[config.mk]
export PLATFORM = sky130hd
export DESIGN_NAME = xmon
export DESIGN_NICKNAME = d
export VERILOG_FILES = /design/src/rtl/xmon.sv
export SDC_FILE = /design/constraint.sdc
export NUM_CORES = 1
export LEC_CHECK = 0
export BUFFER_PORTS_ARGS = -buffer_cell sky130_fd_sc_hd__buf_2
export CORE_MARGIN = 5
export CORE_UTILIZATION = 58
export DETAILED_ROUTE_END_ITERATION = 7
export PLACE_DENSITY_LB_ADDON = 0.08
export SLEW_MARGIN = 20
export SYNTH_ARGS = -nofsm -noshare
export SYNTH_HDL_FRONTEND = slang
export SYNTH_SLANG_ARGS = --single-unit
export TNS_END_PERCENT = 30
[constraint.sdc]
create_clock -name clk -period 4 [get_ports clk]
set_clock_uncertainty 0.2 [all_clocks]
set_input_delay 0.6 -clock clk [delete_from_list [all_inputs] [get_ports clk]]
set_output_delay 0.6 -clock clk [all_outputs]
set_load 0.01 [all_outputs]
[src/rtl/xmon.sv]
module xmon #(
  parameter int N  = 4,
  parameter int AW = 32,
  parameter int GB = 2
) (
  input  logic            clk,
  input  logic            rst_n,
  input  logic [N-1:0]    req_vld,
  input  logic [2*N-1:0]  req_op,
  input  logic [AW*N-1:0] req_addr,
  input  logic [N-1:0]    req_shr,
  output logic [N-1:0]    gnt,
  output logic            mem_wr,
  output logic            xfail
);
  localparam int TW = AW - GB;
  localparam int IW = (N > 1) ? $clog2(N) : 1;
  localparam logic [1:0] OP_ST = 2'b00, OP_LX = 2'b01, OP_SX = 2'b10;

  logic [N-1:0]  lflag, gtag_v;
  logic [TW-1:0] gtag_a [N];

  logic          any;
  logic [IW-1:0] sel;

  always_comb begin
    gnt = '0;
    sel = '0;
    any = 1'b0;
    for (int i = 0; i < N; i++)
      if (req_vld[i] && !any) begin
        gnt[i] = 1'b1;
        sel    = IW'(i);
        any    = 1'b1;
      end
  end

  logic [1:0]    op;
  logic [TW-1:0] ga;
  logic          sh, hit, ok, ldex, stex, pst;

  assign op   = req_op[sel*2 +: 2];
  assign ga   = req_addr[sel*AW+GB +: TW];
  assign sh   = req_shr[sel];
  assign hit  = gtag_v[sel] && (gtag_a[sel] == ga);
  assign ok   = sh ? hit : lflag[sel];
  assign ldex = any && op == OP_LX;
  assign stex = any && op == OP_SX;
  assign pst  = any && op == OP_ST;

  assign mem_wr = pst || (stex && ok);
  assign xfail  = stex && !ok;

  always_ff @(posedge clk or negedge rst_n) begin
    if (!rst_n) begin
      lflag  <= '0;
      gtag_v <= '0;
      for (int i = 0; i < N; i++) gtag_a[i] <= '0;
    end else begin
      for (int i = 0; i < N; i++) begin
        if (any && sel == IW'(i)) begin
          if (ldex && sh) begin
            gtag_v[i] <= 1'b1;
            gtag_a[i] <= ga;
          end
          if (ldex && !sh) lflag[i] <= 1'b1;
          if (stex && ok && sh)  gtag_v[i] <= 1'b0;
          if (stex && ok && !sh) lflag[i]  <= 1'b0;
        end else if (mem_wr && sh && gtag_v[i] && gtag_a[i] == ga) begin
          gtag_v[i] <= 1'b0;
        end
      end
    end
  end

  p_gnt_onehot_r9: assert property (@(posedge clk) disable iff (!rst_n) $onehot0(gnt));
  p_fail_nowrite_r8: assert property (@(posedge clk) disable iff (!rst_n) xfail |-> !mem_wr);

  for (genvar i = 0; i < N; i++) begin : g_chk
    localparam logic [N-1:0] LOWER = (N'(1) << i) - N'(1);
    p_prio_r9: assert property (@(posedge clk) disable iff (!rst_n)
      gnt[i] |-> ((req_vld & LOWER) == '0));
    p_ldex_tag_r1: assert property (@(posedge clk) disable iff (!rst_n)
      (gnt[i] && req_op[2*i +: 2] == OP_LX && req_shr[i]) |=> gtag_v[i]);
    p_consume_r6: assert property (@(posedge clk) disable iff (!rst_n)
      (gnt[i] && req_op[2*i +: 2] == OP_SX && mem_wr)
        |=> ($past(req_shr[i]) ? !gtag_v[i] : !lflag[i]));
  end
endmodule

* Yosys cells after proc, flatten, opt, wreduce, memory -nomap -nowiden
Cells that the tools add are included.
** Storage, ports and cells
- Flip-flop bits (word level) :: 128
- Input port bits :: 146
- Output and inout port bits :: 6
- Logic and storage cells :: 115
** Operators by class
- $add $sub $neg :: 1
- Magnitude comparators :: 2
- Equality and inequality tests :: 14
- Shift operators :: 2
- Muxes and demuxes :: 32
- Bitwise logic cells :: 1
- Reductions and logical operators :: 51
** Operators by type and width (number)
- equality test 30 bit :: 5
- variable part select 128 x 9 -> 30 bit :: 1
- binary-select mux 30 bit (select 2 bit) :: 1
- two-way mux 30 bit :: 2
- logical AND 1 bit :: 26
- two-way mux 1 bit :: 24
- AND reduction 2 bit :: 12
- nonzero test 2 bit :: 5
- != test 3 x 1 -> 1 bit, second input constant :: 3
- adder 7 x 2 -> 8 bit, second input constant :: 1
- variable part select 8 x 4 -> 2 bit :: 1
- binary-select mux 1 bit (select 2 bit) :: 3
- equality test 2 bit, second input constant :: 3
- logical NOT 1 bit :: 5
- equality test 2 x 1 -> 1 bit, second input constant :: 2
- logical NOT 2 bit :: 2
- two-way mux 2 bit :: 2
- greater-or-equal comparator 3 bit, second input constant :: 1
- < comparator 2 x 3 -> 1 bit, second input constant :: 1
- != test 3 bit, second input constant :: 1
- NOT 2 -> 3 bit :: 1
- logical OR 1 bit :: 1

* Depth between registers and ports, before layout
- Depth in word-level cells :: 24
- Mapped depth :: 13

* Worst setup path after synthesis
No wires, ideal clock.
- Path kind :: input-to-output
- From :: in req_vld[0]
- To :: out mem_wr
- Arrival time :: 2.769 ns
- Data required time :: 3.200 ns
- Slack :: 0.431 ns
- Stages on the path :: 12
- Path buffers :: 4
- Cell sequence :: buf_4 -> nand2b_1 -> buf_2 -> buf_6 -> clkbuf_1 -> o22ai_1 -> a211oi_1 -> xnor2_1 -> o2111ai_1 -> nor4_2 -> nand3_1 -> a31oi_1
** On the way
- Longest elaborated chain between the ends :: 19
- Elaborated cells on any way between the ends :: 35
- Classes of those cells :: 1 x add/sub; 2 x eq/ne; 2 x shift; 17 x mux; 1 x bitwise; 12 x reduce/logical
** Ends and longest elaborated chain
- from (decl) :: RTL line 8 : input logic [N-1:0] req_vld,
- two-way mux 1 bit (*) :: RTL line 31 : if (req_vld[i] && !any) begin
- branches (longest 17 deep; another with adder 7 x 2 -> 8 bit)
- logical OR 1 bit (*) :: RTL line 51 : assign mem_wr = pst || (stex && ok);
- to (decl) :: RTL line 13 : output logic mem_wr,
Every way passes the cells marked *. The select of a mux whose other input is x is not followed.

* Worst setup path in the final report
- From :: in req_vld[2]
- To :: out xfail
** On the way
- Longest elaborated chain between the ends :: 14
- Elaborated cells on any way between the ends :: 27
- Classes of those cells :: 1 x add/sub; 2 x eq/ne; 2 x shift; 14 x mux; 1 x bitwise; 7 x reduce/logical
** Ends and longest elaborated chain
- logical AND 1 bit (*) :: RTL line 31
- branches (longest 12 deep; another with adder 7 x 2 -> 8 bit)
- logical AND 1 bit (*) :: RTL line 52 : assign xfail = stex && !ok;
- to (decl) :: RTL line 14 : output logic xfail
Marks and branches as above.

==> results <==
- The arrival time reported for the critical path endpoint is 3.15 ns.
- The element type at the critical path start is an input pin.
- Leaving out fill and tap cells, the most frequent cell in the layout is sky130_fd_sc_hd__buf_2.
- The top cell types in the final layout, fill and taps aside, are sky130_fd_sc_hd__buf_2 (139), sky130_fd_sc_hd__nand2_1 (133), sky130_fd_sc_hd__dfrtp_1 (128).
- The clock passes through at most 2 buffers.
- The clock network burns 29.5% of the power.
- The critical path is of the in2out type.
- Max-cap violations in this run came to 0.
- In this run the count of I/O pins placed on the die edge is 152.
- The number of DRC violations after detailed-routing iteration 0 is 1127.
- The area of the die is 18200 um2.
- When the netlist entered floorplanning its net count stood at 1179.
- The post-synthesis area per instance is 8.75 um2.
- The required time reported for the critical path endpoint is 3.20 ns.
- In this run, the combinational gates consume 33.6% of the power.
- The placer's final routability congestion estimate is 0.957.
- The transition time at the pin with the least slew margin is 0.848 ns.
- The overall fraction of global-route tracks in use is 35.4%.
- The count of TritonRoute iterations in the first routing pass is 6.
- The number of antenna violations at the first check in global routing is 1.
- The highest attainable clock frequency is 253 MHz.
- The worst path uses 98.7% of the clock period.
- The netlist area before placement is 9040 um2.
- The wire length reported by the detailed router is 32.6 mm.
- Internal power comes to 3770 uW.
- The switching power total is 2060 uW.
- The clock network latency to the later pin of the worst-skew pair is 0.43 ns.
- The cell count after synthesis is 1033.
- The CTS clock-pin slew for the worst setup and hold paths is 0.05 ns.
- The number of warning messages in the yosys log is 0.
- The run finished with clean final reports.
- Once routing completed, OpenROAD measured the worst setup slack at 0.0502 ns.
- The total number of H-tree levels is 4.
- In this run the tool buffered the top-level ports with 143 buffer cells.
- The buffer type at the clock tree root is sky130_fd_sc_hd__clkbuf_16.
- Counting flops with a built-in enable in the synthesized netlist gives 0.
- The count of clock tree sinks is 128.
- The final number of hold-violating endpoints was 0.
- The via count of the first global-routing pass is 8561.
- The most used flip-flop cell after synthesis is sky130_fd_sc_hd__dfrtp_1.
- Entering global routing, the biggest net connects 67 pins.
- The post-detailed-route wirelength per cell is 22.6 um.
- Using the TritonRoute via totals, the vias-per-cell ratio works out to 6.42.
- After synthesis the netlist holds a flip-flop and latch count of 128.
- The starting density of the core is 59.2%.
- Detailed routing inserted a total of 9264 vias.
- Once placement finished, the instance area stood at 10500 um2.
- The wire length of the first global-routing pass is 49.1 mm.
- The sequential cells in the finished layout cover a total of 3200 um2.
- The static power due to leakage is 0.00499 uW.
- Sequential elements use 35.4% of the synthesized area.
- The die outline height is 135 um.
- The floorplan has 45 rows.
- The worst pin sits at a relative slew slack of 43.5%.
- After floorplanning, the core was sized to cover 15300 um2.
- The filler cells instantiated in the layout total 1133.
- TritonCTS created 17 clock buffers.
- The CTS tree is done.
- Setup violations remaining at the end of the flow were counted as 0.
- Once detail routing completed, the nets flagged for antenna violations numbered 0.
- In the routed design, unresolved DRC markers number 0.
- The area added between synthesis and finish is 26.1%.
- The type of the most critical hold path is in2async.
- The final net count is 1365.
- The post-route cell area is 11400 um2.
- The total inserted antenna cells is 0.
- The total congestion overflow after global routing is 0.
- The switching share of total power is 35.3%.
- The area of the multi-input gates is 5520 um2.
- Before CTS, the worst setup slack after placement is -0.0663 ns.
- Along the worst path, the maximum fanout reaches 7.
- The sequential group share of total power is 37.0%.
- IR analysis of the VDD net gives a maximum drop of 417 uV.
- The horizontal die dimension is 135 um.
- Of all flip-flops after synthesis, the portion carrying an async set or reset was 100%.
- The endpoint type of the worst setup path is an output port.
- The final max-slew violation count is 0.
- The detailed placer's ending HPWL is 23.8 mm.
- Cells with a size suffix above 1 make up 30.0% of the layout.
- The routed design could run at a clock period as short as 3.95 ns.
- The count of unique library cells instantiated by Yosys is 81.
- The areal power density over the cells is 511 nW/um2.
[cell families (layout without fill, tap and decap cells)]
kind of cell	Yosys count	count (layout)	synth area share [%]
flip-flops	128	128	35.4
AND/OR/NAND/NOR	319	319	18.1
buffers and inverters	102	301	5.23
multiplexers	25	25	3.10
AO/OA/AOI/OAI	318	318	24.4
XOR/XNOR	141	141	13.7
[cell usage after synthesis, types with 5 or more instances]
master / instances / area share [%]
sky130_fd_sc_hd__o31ai_1: 5 / 0.42
sky130_fd_sc_hd__a2bb2oi_1: 6 / 0.58
sky130_fd_sc_hd__a21oi_1: 26 / 1.4
sky130_fd_sc_hd__o22a_1: 14 / 1.4
sky130_fd_sc_hd__nor3_1: 11 / 0.61
sky130_fd_sc_hd__clkbuf_1: 28 / 1.2
sky130_fd_sc_hd__nand3_1: 6 / 0.33
sky130_fd_sc_hd__xnor2_1: 89 / 8.6
sky130_fd_sc_hd__nand2b_1: 17 / 1.2
sky130_fd_sc_hd__inv_1: 17 / 0.71
sky130_fd_sc_hd__buf_4: 6 / 0.50
sky130_fd_sc_hd__o21ai_0: 109 / 6.0
sky130_fd_sc_hd__nor2b_1: 14 / 0.97
sky130_fd_sc_hd__o2111ai_1: 5 / 0.48
sky130_fd_sc_hd__o22ai_1: 63 / 4.4
sky130_fd_sc_hd__a211oi_1: 6 / 0.50
sky130_fd_sc_hd__o221ai_1: 14 / 1.4
sky130_fd_sc_hd__or3b_2: 6 / 0.58
sky130_fd_sc_hd__mux2_2: 21 / 2.6
sky130_fd_sc_hd__xor2_1: 51 / 4.9
sky130_fd_sc_hd__nand2_1: 133 / 5.5
sky130_fd_sc_hd__or4_1: 6 / 0.50
sky130_fd_sc_hd__nor4_1: 22 / 1.5
sky130_fd_sc_hd__nor2_1: 36 / 1.5
sky130_fd_sc_hd__dfrtp_1: 128 / 35
sky130_fd_sc_hd__nor2_2: 5 / 0.35
sky130_fd_sc_hd__buf_2: 40 / 2.2
sky130_fd_sc_hd__nor3b_1: 12 / 1.0
sky130_fd_sc_hd__nand4_1: 23 / 1.6
sky130_fd_sc_hd__a221o_1: 6 / 0.66
sky130_fd_sc_hd__a22o_1: 5 / 0.48
sky130_fd_sc_hd__buf_1: 6 / 0.25
sky130_fd_sc_hd__or3_1: 6 / 0.42
[layout make-up]
cell class	instances	share of cell area (%)
repair buffers	251	14.8
flip-flops and latches	128	28.1
clock buffers	23	4.46
multi-input cells	803	48.4
clock inverters	9	1.33
inverters	18	0.626
well taps	211	2.32
[stage by stage]
stage	TNS [ns]	utilization, %	total power [uW]	cells	hold slack, ns
floorplan	0	-	3340	1033	0.104
global placement	-0.0660	68.7	3940	1403	0.300
detailed placement	-0.119	68.7	4000	1403	0.312
CTS	0	73.6	5740	1437	0.117
global route	-0.0138	74.7	6100	1443	0.158
finish	0	74.7	5830	1443	0.0879
[sequential cells by signal, indices dropped and copies added, names as in the netlist]
register and flops:
gtag_a 120, gtag_v 4, lflag 4
[power groups by stage]
stage               Sequential [uW]  Combinational [uW]  Clock, uW
global placement               2130                1810          0
floorplan                      2050                1280          0
detailed placement             2150                1850          0
CTS                            2140                1890       1720
global route                   2210                2120       1780
finish                         2150                1960       1720
[path summary, 6_finish.rpt]
check	startpoint	endpoint	slack, ns	cells after the start
hold reg to reg	gtag_a[8]$_DFFE_PN0P_	gtag_a[8]$_DFFE_PN0P_	0.32	2
setup reg to reg	gtag_a[30]$_DFFE_PN0P_	gtag_v[0]$_DFFE_PN0P_	1.21	10
setup / recovery	req_vld[2]	xfail	0.05	13
hold / removal	rst_n	gtag_a[46]$_DFFE_PN0P_	0.09	1
max in group asynchronous	rst_n	gtag_v[2]$_DFFE_PN0P_	2.51	3
min in group clk	gtag_a[8]$_DFFE_PN0P_	gtag_a[8]$_DFFE_PN0P_	0.32	2
[layer usage]
layer	wire length, um	share of wire (%)	track usage [%]
met5	13	0.040	0
met4	1260	3.9	13.7
met3	4130	13	8.72
met2	14300	44	53.8
met1	12800	39	48.9
[repair_timing]
action | in CTS | in global routing
pin swaps | 11 | 17
hold buffers | 0 | 0
resized for setup | 17 | 25
buffers inserted | 2 | 6
setup endpoints to repair | 2 | 2
[critical path, cell delays in order]
cell and delay, ns:
sky130_fd_sc_hd__clkbuf_4 0.15, sky130_fd_sc_hd__or3b_4 0.41, sky130_fd_sc_hd__buf_6 0.15, sky130_fd_sc_hd__buf_6 0.13, sky130_fd_sc_hd__o22a_1 0.21, sky130_fd_sc_hd__o221a_4 0.25
sky130_fd_sc_hd__xnor2_2 0.14, sky130_fd_sc_hd__nand4_1 0.24, sky130_fd_sc_hd__nor4_4 0.40, sky130_fd_sc_hd__nand3_2 0.15, sky130_fd_sc_hd__nand2_2 0.10, sky130_fd_sc_hd__nor3_2 0.06
sky130_fd_sc_hd__buf_2 0.16
(Power assumes the default switching activity.)
